**config.mk**
```make
export PLATFORM = sky130hd
export DESIGN_NAME = sfseq_top
export DESIGN_NICKNAME = d
export VERILOG_FILES = /design/src/rtl/sfseq_pkg.sv /design/src/rtl/sfseq_dp.sv /design/src/rtl/sfseq_ctrl.sv /design/src/rtl/sfseq_top.sv
export SDC_FILE = /design/constraint.sdc
export NUM_CORES = 1
export LEC_CHECK = 0
export ABC_AREA = 1
export BUFFER_PORTS_ARGS = -buffer_cell sky130_fd_sc_hd__buf_2
export CAP_MARGIN = 15
export CORE_MARGIN = 4
export CORE_UTILIZATION = 45
export CTS_CLUSTER_SIZE = 10
export DETAILED_ROUTE_END_ITERATION = 10
export GPL_ROUTABILITY_DRIVEN = 0
export PLACE_DENSITY = 0.62
export REMOVE_ABC_BUFFERS = 1
export SYNTH_ARGS = -nofsm -noshare
export SYNTH_HDL_FRONTEND = slang
export SYNTH_SLANG_ARGS = --single-unit
export TNS_END_PERCENT = 100
```
**constraint.sdc**
```tcl
create_clock -name clk -period 5.7 [get_ports clk]
set_clock_uncertainty 0.2 [all_clocks]
set_input_delay 0.57 -clock clk [delete_from_list [all_inputs] [get_ports clk]]
set_output_delay 0.57 -clock clk [all_outputs]
set_load 0.005 [all_outputs]
```
**src/rtl/sfseq_pkg.sv**
```systemverilog
package sfseq_pkg;

  typedef enum logic [1:0] {DIR_NONE, DIR_READ, DIR_WRITE} dir_e;
  typedef enum logic [1:0] {ADR_NONE, ADR_FULL, ADR_BUF, ADR_PAGE} adr_e;

  typedef struct packed {
    logic       valid;
    logic [6:0] hdrBits;
    dir_e       dir;
    adr_e       adr;
  } cmd_class_t;

  // control -> datapath strobes
  typedef struct packed {
    logic loadHdr;
    logic loadByte;
    logic shiftBit;
    logic sampleBit;
    logic byteDone;
    logic csActive;
    logic sckHigh;
  } dp_strobe_t;

  function automatic cmd_class_t classify(input logic [7:0] op);
    cmd_class_t c;
    c = '{valid: 1'b1, hdrBits: 7'd32, dir: DIR_NONE, adr: ADR_PAGE};
    case (op)
      8'h52:             c = '{1'b1, 7'd64, DIR_READ,  ADR_FULL};
      8'h54, 8'h56:      c = '{1'b1, 7'd40, DIR_READ,  ADR_BUF};
      8'h84, 8'h87:      c = '{1'b1, 7'd32, DIR_WRITE, ADR_BUF};
      8'h82, 8'h85:      c = '{1'b1, 7'd32, DIR_WRITE, ADR_FULL};
      8'h57:             c = '{1'b1, 7'd8,  DIR_READ,  ADR_NONE};
      8'h53, 8'h55, 8'h58, 8'h59, 8'h60,
      8'h61, 8'h83, 8'h86, 8'h88, 8'h89: c = '{1'b1, 7'd32, DIR_NONE, ADR_PAGE};
      default:           c = '{1'b0, 7'd0,  DIR_NONE,  ADR_NONE};
    endcase
    return c;
  endfunction

  // Left-aligned header: code, 24 address bits, 32 dummy zeros
  function automatic logic [63:0] build_header(input logic [7:0] op,
                                               input logic [11:0] page,
                                               input logic [8:0] offset);
    logic [23:0] adr;
    case (classify(op).adr)
      ADR_FULL: adr = {3'b000, page, offset};
      ADR_BUF:  adr = {15'd0, offset};
      ADR_PAGE: adr = {3'b000, page, 9'd0};
      default:  adr = 24'd0;
    endcase
    return {op, adr, 32'd0};
  endfunction

endpackage

```
**src/rtl/sfseq_dp.sv**
```systemverilog
module sfseq_dp
  import sfseq_pkg::*;
(
  input  logic        clk,
  input  logic        rstN,
  input  dp_strobe_t  stb,
  input  logic [63:0] hdrWord,
  input  logic [7:0]  wrData,
  input  logic        miso,
  output logic        csN,
  output logic        sck,
  output logic        mosi,
  output logic        rdValid,
  output logic [7:0]  rdData
);

  logic [63:0] txReg;
  logic [6:0]  rxReg;

  always_ff @(posedge clk or negedge rstN) begin
    if (!rstN) begin
      txReg   <= '0;
      rxReg   <= '0;
      rdValid <= 1'b0;
      rdData  <= '0;
    end else begin
      rdValid <= 1'b0;
      if (stb.loadHdr)       txReg <= hdrWord;
      else if (stb.loadByte) txReg <= {wrData, 56'd0};
      else if (stb.shiftBit) txReg <= {txReg[62:0], 1'b0};
      if (stb.sampleBit) rxReg <= {rxReg[5:0], miso};
      if (stb.byteDone) begin
        rdValid <= 1'b1;
        rdData  <= {rxReg, miso};
      end
    end
  end

  assign csN  = ~stb.csActive;
  assign sck  = stb.sckHigh;
  assign mosi = stb.csActive & txReg[63];

  // a returned byte always follows the sample of its last bit
  p_rd_follows_sample_r2: assert property (@(posedge clk) disable iff (!rstN)
    rdValid |-> $past(stb.byteDone));

endmodule

```
**src/rtl/sfseq_ctrl.sv**
```systemverilog
module sfseq_ctrl
  import sfseq_pkg::*;
#(
  parameter int BIT_CYCLES = 5,
  parameter int CS_GUARD   = 13,
  parameter int PWR_LOCK   = 1000000,
  parameter int RST_PULSE  = 500,
  parameter int RST_LOCK   = 50,
  parameter int LEN_W      = 10
) (
  input  logic             clk,
  input  logic             rstN,
  input  logic             pwrGood,
  input  logic             cmdValid,
  input  logic [7:0]       cmdOp,
  input  logic [LEN_W-1:0] cmdLen,
  input  logic             wrValid,
  output logic             cmdReady,
  output logic             wrReady,
  output logic             busy,
  output logic             flashRstN,
  output dp_strobe_t       stb
);

  localparam int PH_W     = $clog2(BIT_CYCLES);
  localparam int SCK_RISE = BIT_CYCLES / 2;
  localparam int MAX_A    = (PWR_LOCK > RST_PULSE) ? PWR_LOCK : RST_PULSE;
  localparam int MAX_B    = (RST_LOCK > CS_GUARD) ? RST_LOCK : CS_GUARD;
  localparam int MAX_WAIT = (MAX_A > MAX_B) ? MAX_A : MAX_B;
  localparam int CNT_W    = $clog2(MAX_WAIT + 1);

  typedef enum logic [3:0] {
    S_PWR, S_RST, S_REL, S_IDLE, S_HDR, S_LOADW, S_DATA, S_TAIL, S_GAP
  } state_e;

  state_e           state;
  logic [CNT_W-1:0] waitCnt;
  logic [PH_W-1:0]  phase;
  logic [6:0]       bitsLeft;
  logic [2:0]       bitInByte;
  logic [LEN_W-1:0] bytesLeft;
  dir_e             dirR;
  cmd_class_t       cls;
  logic             bitEnd;
  logic             inBit;

  assign cls    = classify(cmdOp);
  assign bitEnd = (phase == PH_W'(BIT_CYCLES - 1));
  assign inBit  = (state == S_HDR) || (state == S_DATA);

  always_ff @(posedge clk or negedge rstN) begin
    if (!rstN) begin
      state     <= S_PWR;
      waitCnt   <= CNT_W'(PWR_LOCK - 1);
      phase     <= '0;
      bitsLeft  <= '0;
      bitInByte <= '0;
      bytesLeft <= '0;
      dirR      <= DIR_NONE;
    end else begin
      if (inBit) phase <= bitEnd ? '0 : phase + 1'b1;
      case (state)
        S_PWR: begin
          if (!pwrGood) waitCnt <= CNT_W'(PWR_LOCK - 1);
          else if (waitCnt == '0) begin
            state   <= S_RST;
            waitCnt <= CNT_W'(RST_PULSE - 1);
          end else waitCnt <= waitCnt - 1'b1;
        end
        S_RST: begin
          if (waitCnt == '0) begin
            state   <= S_REL;
            waitCnt <= CNT_W'(RST_LOCK - 1);
          end else waitCnt <= waitCnt - 1'b1;
        end
        S_REL, S_GAP: begin
          if (waitCnt == '0) state <= S_IDLE;
          else waitCnt <= waitCnt - 1'b1;
        end
        S_IDLE: begin
          if (cmdValid && cls.valid) begin
            state     <= S_HDR;
            phase     <= '0;
            bitsLeft  <= cls.hdrBits;
            dirR      <= cls.dir;
            bytesLeft <= (cls.dir == DIR_NONE) ? '0 : cmdLen;
          end
        end
        S_HDR: begin
          if (bitEnd) begin
            bitsLeft <= bitsLeft - 1'b1;
            if (bitsLeft == 7'd1) begin
              bitInByte <= '0;
              if (bytesLeft == '0) begin
                state   <= S_TAIL;
                waitCnt <= CNT_W'(CS_GUARD - 1);
              end else state <= (dirR == DIR_WRITE) ? S_LOADW : S_DATA;
            end
          end
        end
        S_LOADW: begin
          if (wrValid) begin
            state <= S_DATA;
            phase <= '0;
          end
        end
        S_DATA: begin
          if (bitEnd) begin
            bitInByte <= bitInByte + 1'b1;
            if (bitInByte == 3'd7) begin
              bytesLeft <= bytesLeft - 1'b1;
              if (bytesLeft == LEN_W'(1)) begin
                state   <= S_TAIL;
                waitCnt <= CNT_W'(CS_GUARD - 1);
              end else if (dirR == DIR_WRITE) state <= S_LOADW;
            end
          end
        end
        S_TAIL: begin
          if (waitCnt == '0) begin
            state   <= S_GAP;
            waitCnt <= CNT_W'(CS_GUARD - 1);
          end else waitCnt <= waitCnt - 1'b1;
        end
        default: state <= S_IDLE;
      endcase
    end
  end

  always_comb begin
    stb           = '0;
    stb.csActive  = (state == S_HDR) || (state == S_LOADW) ||
                    (state == S_DATA) || (state == S_TAIL);
    stb.sckHigh   = inBit && (phase >= PH_W'(SCK_RISE));
    stb.loadHdr   = (state == S_IDLE) && cmdValid && cls.valid;
    stb.loadByte  = (state == S_LOADW) && wrValid;
    stb.shiftBit  = inBit && bitEnd;
    stb.sampleBit = (state == S_DATA) && bitEnd && (dirR == DIR_READ);
    stb.byteDone  = stb.sampleBit && (bitInByte == 3'd7);
  end

  assign cmdReady  = (state == S_IDLE);
  assign wrReady   = (state == S_LOADW);
  assign busy      = (state != S_IDLE);
  assign flashRstN = !((state == S_PWR) || (state == S_RST));

  // write bytes are only requested by a write-class frame
  p_wr_only_write_r4: assert property (@(posedge clk) disable iff (!rstN)
    wrReady |-> (dirR == DIR_WRITE));

  // a command is never offered a slot while select is active
  p_ready_idle_r11: assert property (@(posedge clk) disable iff (!rstN)
    cmdReady |-> !stb.csActive);

endmodule

```
**src/rtl/sfseq_top.sv**
```systemverilog
module sfseq_top
  import sfseq_pkg::*;
#(
  parameter int BIT_CYCLES = 5,
  parameter int CS_GUARD   = 13,
  parameter int PWR_LOCK   = 1000000,
  parameter int RST_PULSE  = 500,
  parameter int RST_LOCK   = 50,
  parameter int LEN_W      = 10
) (
  input  logic             clk,
  input  logic             rstN,
  input  logic             pwrGood,
  input  logic             cmdValid,
  output logic             cmdReady,
  input  logic [7:0]       cmdOp,
  input  logic [11:0]      cmdPage,
  input  logic [8:0]       cmdOffset,
  input  logic [LEN_W-1:0] cmdLen,
  input  logic             wrValid,
  output logic             wrReady,
  input  logic [7:0]       wrData,
  output logic             rdValid,
  output logic [7:0]       rdData,
  output logic             busy,
  output logic             flashRstN,
  output logic             csN,
  output logic             sck,
  output logic             mosi,
  input  logic             miso
);

  dp_strobe_t  stb;
  logic [63:0] hdrWord;

  assign hdrWord = build_header(cmdOp, cmdPage, cmdOffset);

  sfseq_ctrl #(
    .BIT_CYCLES(BIT_CYCLES), .CS_GUARD(CS_GUARD), .PWR_LOCK(PWR_LOCK),
    .RST_PULSE(RST_PULSE), .RST_LOCK(RST_LOCK), .LEN_W(LEN_W)
  ) i_ctrl (
    .clk(clk), .rstN(rstN), .pwrGood(pwrGood), .cmdValid(cmdValid),
    .cmdOp(cmdOp), .cmdLen(cmdLen), .wrValid(wrValid),
    .cmdReady(cmdReady), .wrReady(wrReady), .busy(busy),
    .flashRstN(flashRstN), .stb(stb)
  );

  sfseq_dp i_dp (
    .clk(clk), .rstN(rstN), .stb(stb), .hdrWord(hdrWord), .wrData(wrData),
    .miso(miso), .csN(csN), .sck(sck), .mosi(mosi),
    .rdValid(rdValid), .rdData(rdData)
  );

  // run-length counters for the timing properties
  logic [31:0] csHighRun, quietRun, sckHiRun, rstLoRun;
  always_ff @(posedge clk or negedge rstN) begin
    if (!rstN) begin
      csHighRun <= '0;
      quietRun  <= '0;
      sckHiRun  <= '0;
      rstLoRun  <= '0;
    end else begin
      csHighRun <= csN ? csHighRun + 1 : '0;
      quietRun  <= (!csN && !sck) ? quietRun + 1 : '0;
      sckHiRun  <= sck ? sckHiRun + 1 : '0;
      rstLoRun  <= !flashRstN ? rstLoRun + 1 : '0;
    end
  end

  p_gap_guard_r9: assert property (@(posedge clk) disable iff (!rstN)
    $fell(csN) |-> (csHighRun >= 32'(CS_GUARD)));

  p_tail_guard_r9: assert property (@(posedge clk) disable iff (!rstN)
    $rose(csN) |-> (quietRun >= 32'(CS_GUARD)));

  p_sck_high_r8: assert property (@(posedge clk) disable iff (!rstN)
    $fell(sck) |-> (sckHiRun == 32'(BIT_CYCLES - BIT_CYCLES / 2)));

  p_idle_lines_r12: assert property (@(posedge clk) disable iff (!rstN)
    csN |-> (!sck && !mosi));

  p_rst_pulse_r10: assert property (@(posedge clk) disable iff (!rstN)
    $rose(flashRstN) |-> (rstLoRun >= 32'(RST_PULSE)));

  p_quiet_in_reset_r10: assert property (@(posedge clk) disable iff (!rstN)
    !flashRstN |-> (csN && !cmdReady));

endmodule

```
==> run summary <==
Setup violators final -> 0
Nets -> 1,109
R2r startpoint -> i_ctrl.state[3]
CTS sink cnt -> 97
Critical path peak fanout -> 19
Combinational share of power -> 4.1%
Via/cell ratio -> 4.87
TritonRoute pass-1 iters -> 4
Worst-path clk slew -> 70 ps
Clock share of power -> 47.3%
Number of synthesized flops with an enable pin -> 0
Leak pwr -> 4.30 nW
Flop-to-flop setup slack -> 2830 ps
Synth area leaders -> dfrtp_1 (33%), nand2_1 (23%), inv_1 (7.0%)
# H-tree levels -> 3
Starting Density -> 46.4%
Reg2reg path depth -> 12
Post-Syn Area -> 6490 um^2
Met1 Wirelength -> 7950 um
Async SR Flop Fraction -> 100%
Global-route congestion overflow total -> 0
Period utilization -> 50.3%
Dpl cells -> 1,214
Area occupied by multi-input gates -> 3380 um^2
Post-Synthesis Mean Instance Area -> 6.58 um^2
Die Ht -> 128 um
Max clock buf depth -> 2
Setup bufs post-CTS -> 0
Post-Syn Instances -> 985
Worst EP required -> 5750 ps
Worst-Skew Late Latency -> 360 ps
Synth Area in Compound Gates -> 7.31%
Worst path bufs/invs -> 4
Met2 WL -> 6850 um
Adder-cell share of the synthesized area -> 2.12%
Starting DRT DRC Count -> 331
F_max -> 0.349 GHz
Core area -> 14,000 um^2
Final TNS setup -> 0 ps
Largest net degree at the start of global routing -> 56
Number of top-level pins -> 69
Post-CTS sizing -> 0
Tightest Pin Transition -> 782 ps
Fin. Hold Viols -> 0
Average routed wire per standard cell -> 12.8 um
Via count -> 5,992
Simple-gate share of the synthesized area -> 39.2%
CTS tree -> yes
Number of diodes -> 0
PD cells -> 195 nW/um^2
Layout cells sized above 1 -> 14.1%
CTS Root Cell -> clkbuf_16
Sequential Power Share -> 48.7%
Max-cap violations -> 0
Post-synthesis mux area share -> 1.10%
Routed WL -> 15,700 um
Int Power -> 0.00110 W
Slew Viols, Final -> 0
Slowest stage delay, CP -> 410 ps
Worst endpoint data arrival time -> 2920 ps
Post-synth top cells -> nand2_1 (398), inv_1 (121), nor2_1 (91), dfrtp_1 (85), nand3_1 (70)
Number of global-route vias before repair -> 5,589
First-pass GRT wire length -> 26,900 um
Most used cell, CP -> nand2_1
Worst path slowest cell -> dfrtp_1
Rows -> 43
Net Sw Frac -> 22.6%
NetSw -> 0.000320 W
Post-DP HPWL -> 11,400 um
Non-filler cells, final -> 1,230
RSZ-0062 raised after global routing -> no
Detail Route Antenna Nets -> 0
Top routing layer in use -> met4
Status -> complete, no violations
Die Footprint -> 16,400 um^2
Die width -> 128 um
Warnings from Yosys -> 0
Met3 WL -> 780 um
Tightest Hold Check Type -> primary input to async pin
Min cycle time layout -> 2870 ps
Dpl cell area -> 6930 um^2
Power, Total -> 0.00142 W
DR DRC count -> 0
Initial antenna violation count -> 0
CTS buffer count -> 9
CP Launch Type -> flip-flop
Crit Path Category -> flip-flop to flip-flop
IO buf count -> 68
Slew margin rel. -> 47.7%
Area growth syn-to-layout -> 11.8%
Finished Cell Area -> 7250 um^2
FILL cells -> 1,510
Post-synthesis sequential area ratio -> 37.7%
Worst path cell trace -> inv_1, nand2_4, nor2_4, inv_2, nor2_1, nor2_2, nand2_1, clkinv_2, nand2_1, nand2_1, nand2_1, inv_1
Worst R2R End -> i_ctrl.waitCnt[11]
Main combinational cell family by area after synthesis -> simple AND/OR/NAND/NOR gates
GRT Util Overall -> 20.2%
Yosys top cell area share -> 32.8%
Synth Register Bits -> 97
XOR/XNOR Fraction of Synth Area -> 2.43%
Cell taking the most area after synthesis -> dfrtp_1
Unique masters post-synth -> 38
Reg area -> 2440 um^2
Ys flop type -> dfrtp_1
Peak supply drop -> 0.000130 V
Top-count cell post-synth -> nand2_1
CP Capture Type -> flip-flop
Family with the most delay on the worst path -> simple AND/OR/NAND/NOR gates
Cts hold-fix bufs -> 0
## worst reg2reg max path: cells and delay by family (launching register included)
family                 cells  cell delay (ps)
and+or+nand+nor            8             1400
buffers and inverters      4              750
DFF                        1              410
## through the flow
| step | hold slack (ps) | utilization, % | setup WS [ps] |
|---|---|---|---|
| floorplan | 74.4 | - | 3250 |
| global placement | 257 | 49.6 | 2660 |
| detailed placement | 262 | 49.6 | 2570 |
| CTS | 96.0 | 51.9 | 2820 |
| global route | 122 | 51.9 | 2520 |
| finish | 64.0 | 51.9 | 2830 |
## state kept, by name, summed over array words and instances (netlist names)
name              cells
i_dp.txReg           32
i_dp.rdData           8
i_ctrl.phase          3
i_dp.rxReg            7
i_ctrl.bytesLeft     10
i_ctrl.bitsLeft       7
i_dp.rdValid          1
i_ctrl.bitInByte      3
i_ctrl.dirR           2
i_ctrl.state          4
i_ctrl.waitCnt       20
## metal layers
layer,track usage (%),vias to the layer above
met5,0,-
met4,4.31,0
met3,4.38,14
met2,30.9,123
met1,29.4,2696
li1,-,3159
## placed cells by master, fill, tap and decap left out, drive strengths merged, types with 2 or more instances in the layout
master,count
mux2i,6
nor2,103
clkinvlp,2
xor2,16
buf,71
ha,11
dfrtp,85
nand2,408
a21oi,25
nor3,12
bufinv,2
nand3,71
o21ai,52
inv,137
clkbuf,10
xnor2,2
nand4,8
o21bai,2
clkinv,2
o22ai,4
nand3b,3
dfstp,12
## power by group through the flow
stage / sequential (W) / combinational [W] / clock [W]
after detailed placement: 0.000702 / 0.0000587 / 0
after global routing: 0.000689 / 0.0000669 / 0.000716
after CTS: 0.000689 / 0.0000588 / 0.000684
after floorplan: 0.000702 / 0.0000178 / 0
after global placement: 0.000702 / 0.0000587 / 0
final: 0.000689 / 0.0000576 / 0.000669
## cell families after synthesis
family / Yosys count
AOI/OAI and AO/OA: 86
and+or+nand+nor: 607
muxes: 7
adders and majority gates: 11
xor gates and xnor gates: 18
buffers and inverters: 159
DFF: 97
## worst max path at each step
stage               slack [ps]  cells after the start                 end             from
floorplan                 3250                     10      i_dp.txReg[56]         cmdOp[4]
global placement          2660                     14      i_dp.txReg[52]         cmdOp[2]
detailed placement        2570                     14      i_dp.txReg[37]         cmdOp[2]
CTS                       2820                     12  i_ctrl.waitCnt[11]  i_ctrl.state[3]
global route              2520                     12  i_ctrl.waitCnt[11]  i_ctrl.state[3]
finish                    2830                     12  i_ctrl.waitCnt[11]  i_ctrl.state[3]
## area by class of cell
| type | instances | area share [%] |
|---|---|---|
| multi-input cells | 729 | 46.6 |
| flip-flops and latches | 97 | 33.7 |
| inverters | 137 | 7.14 |
| repair buffers | 71 | 5.04 |
| clock buffers | 10 | 3.16 |
| well taps | 180 | 3.10 |
| clock inverters | 6 | 1.28 |
Note: power is estimated with default switching activity, not from simulation.
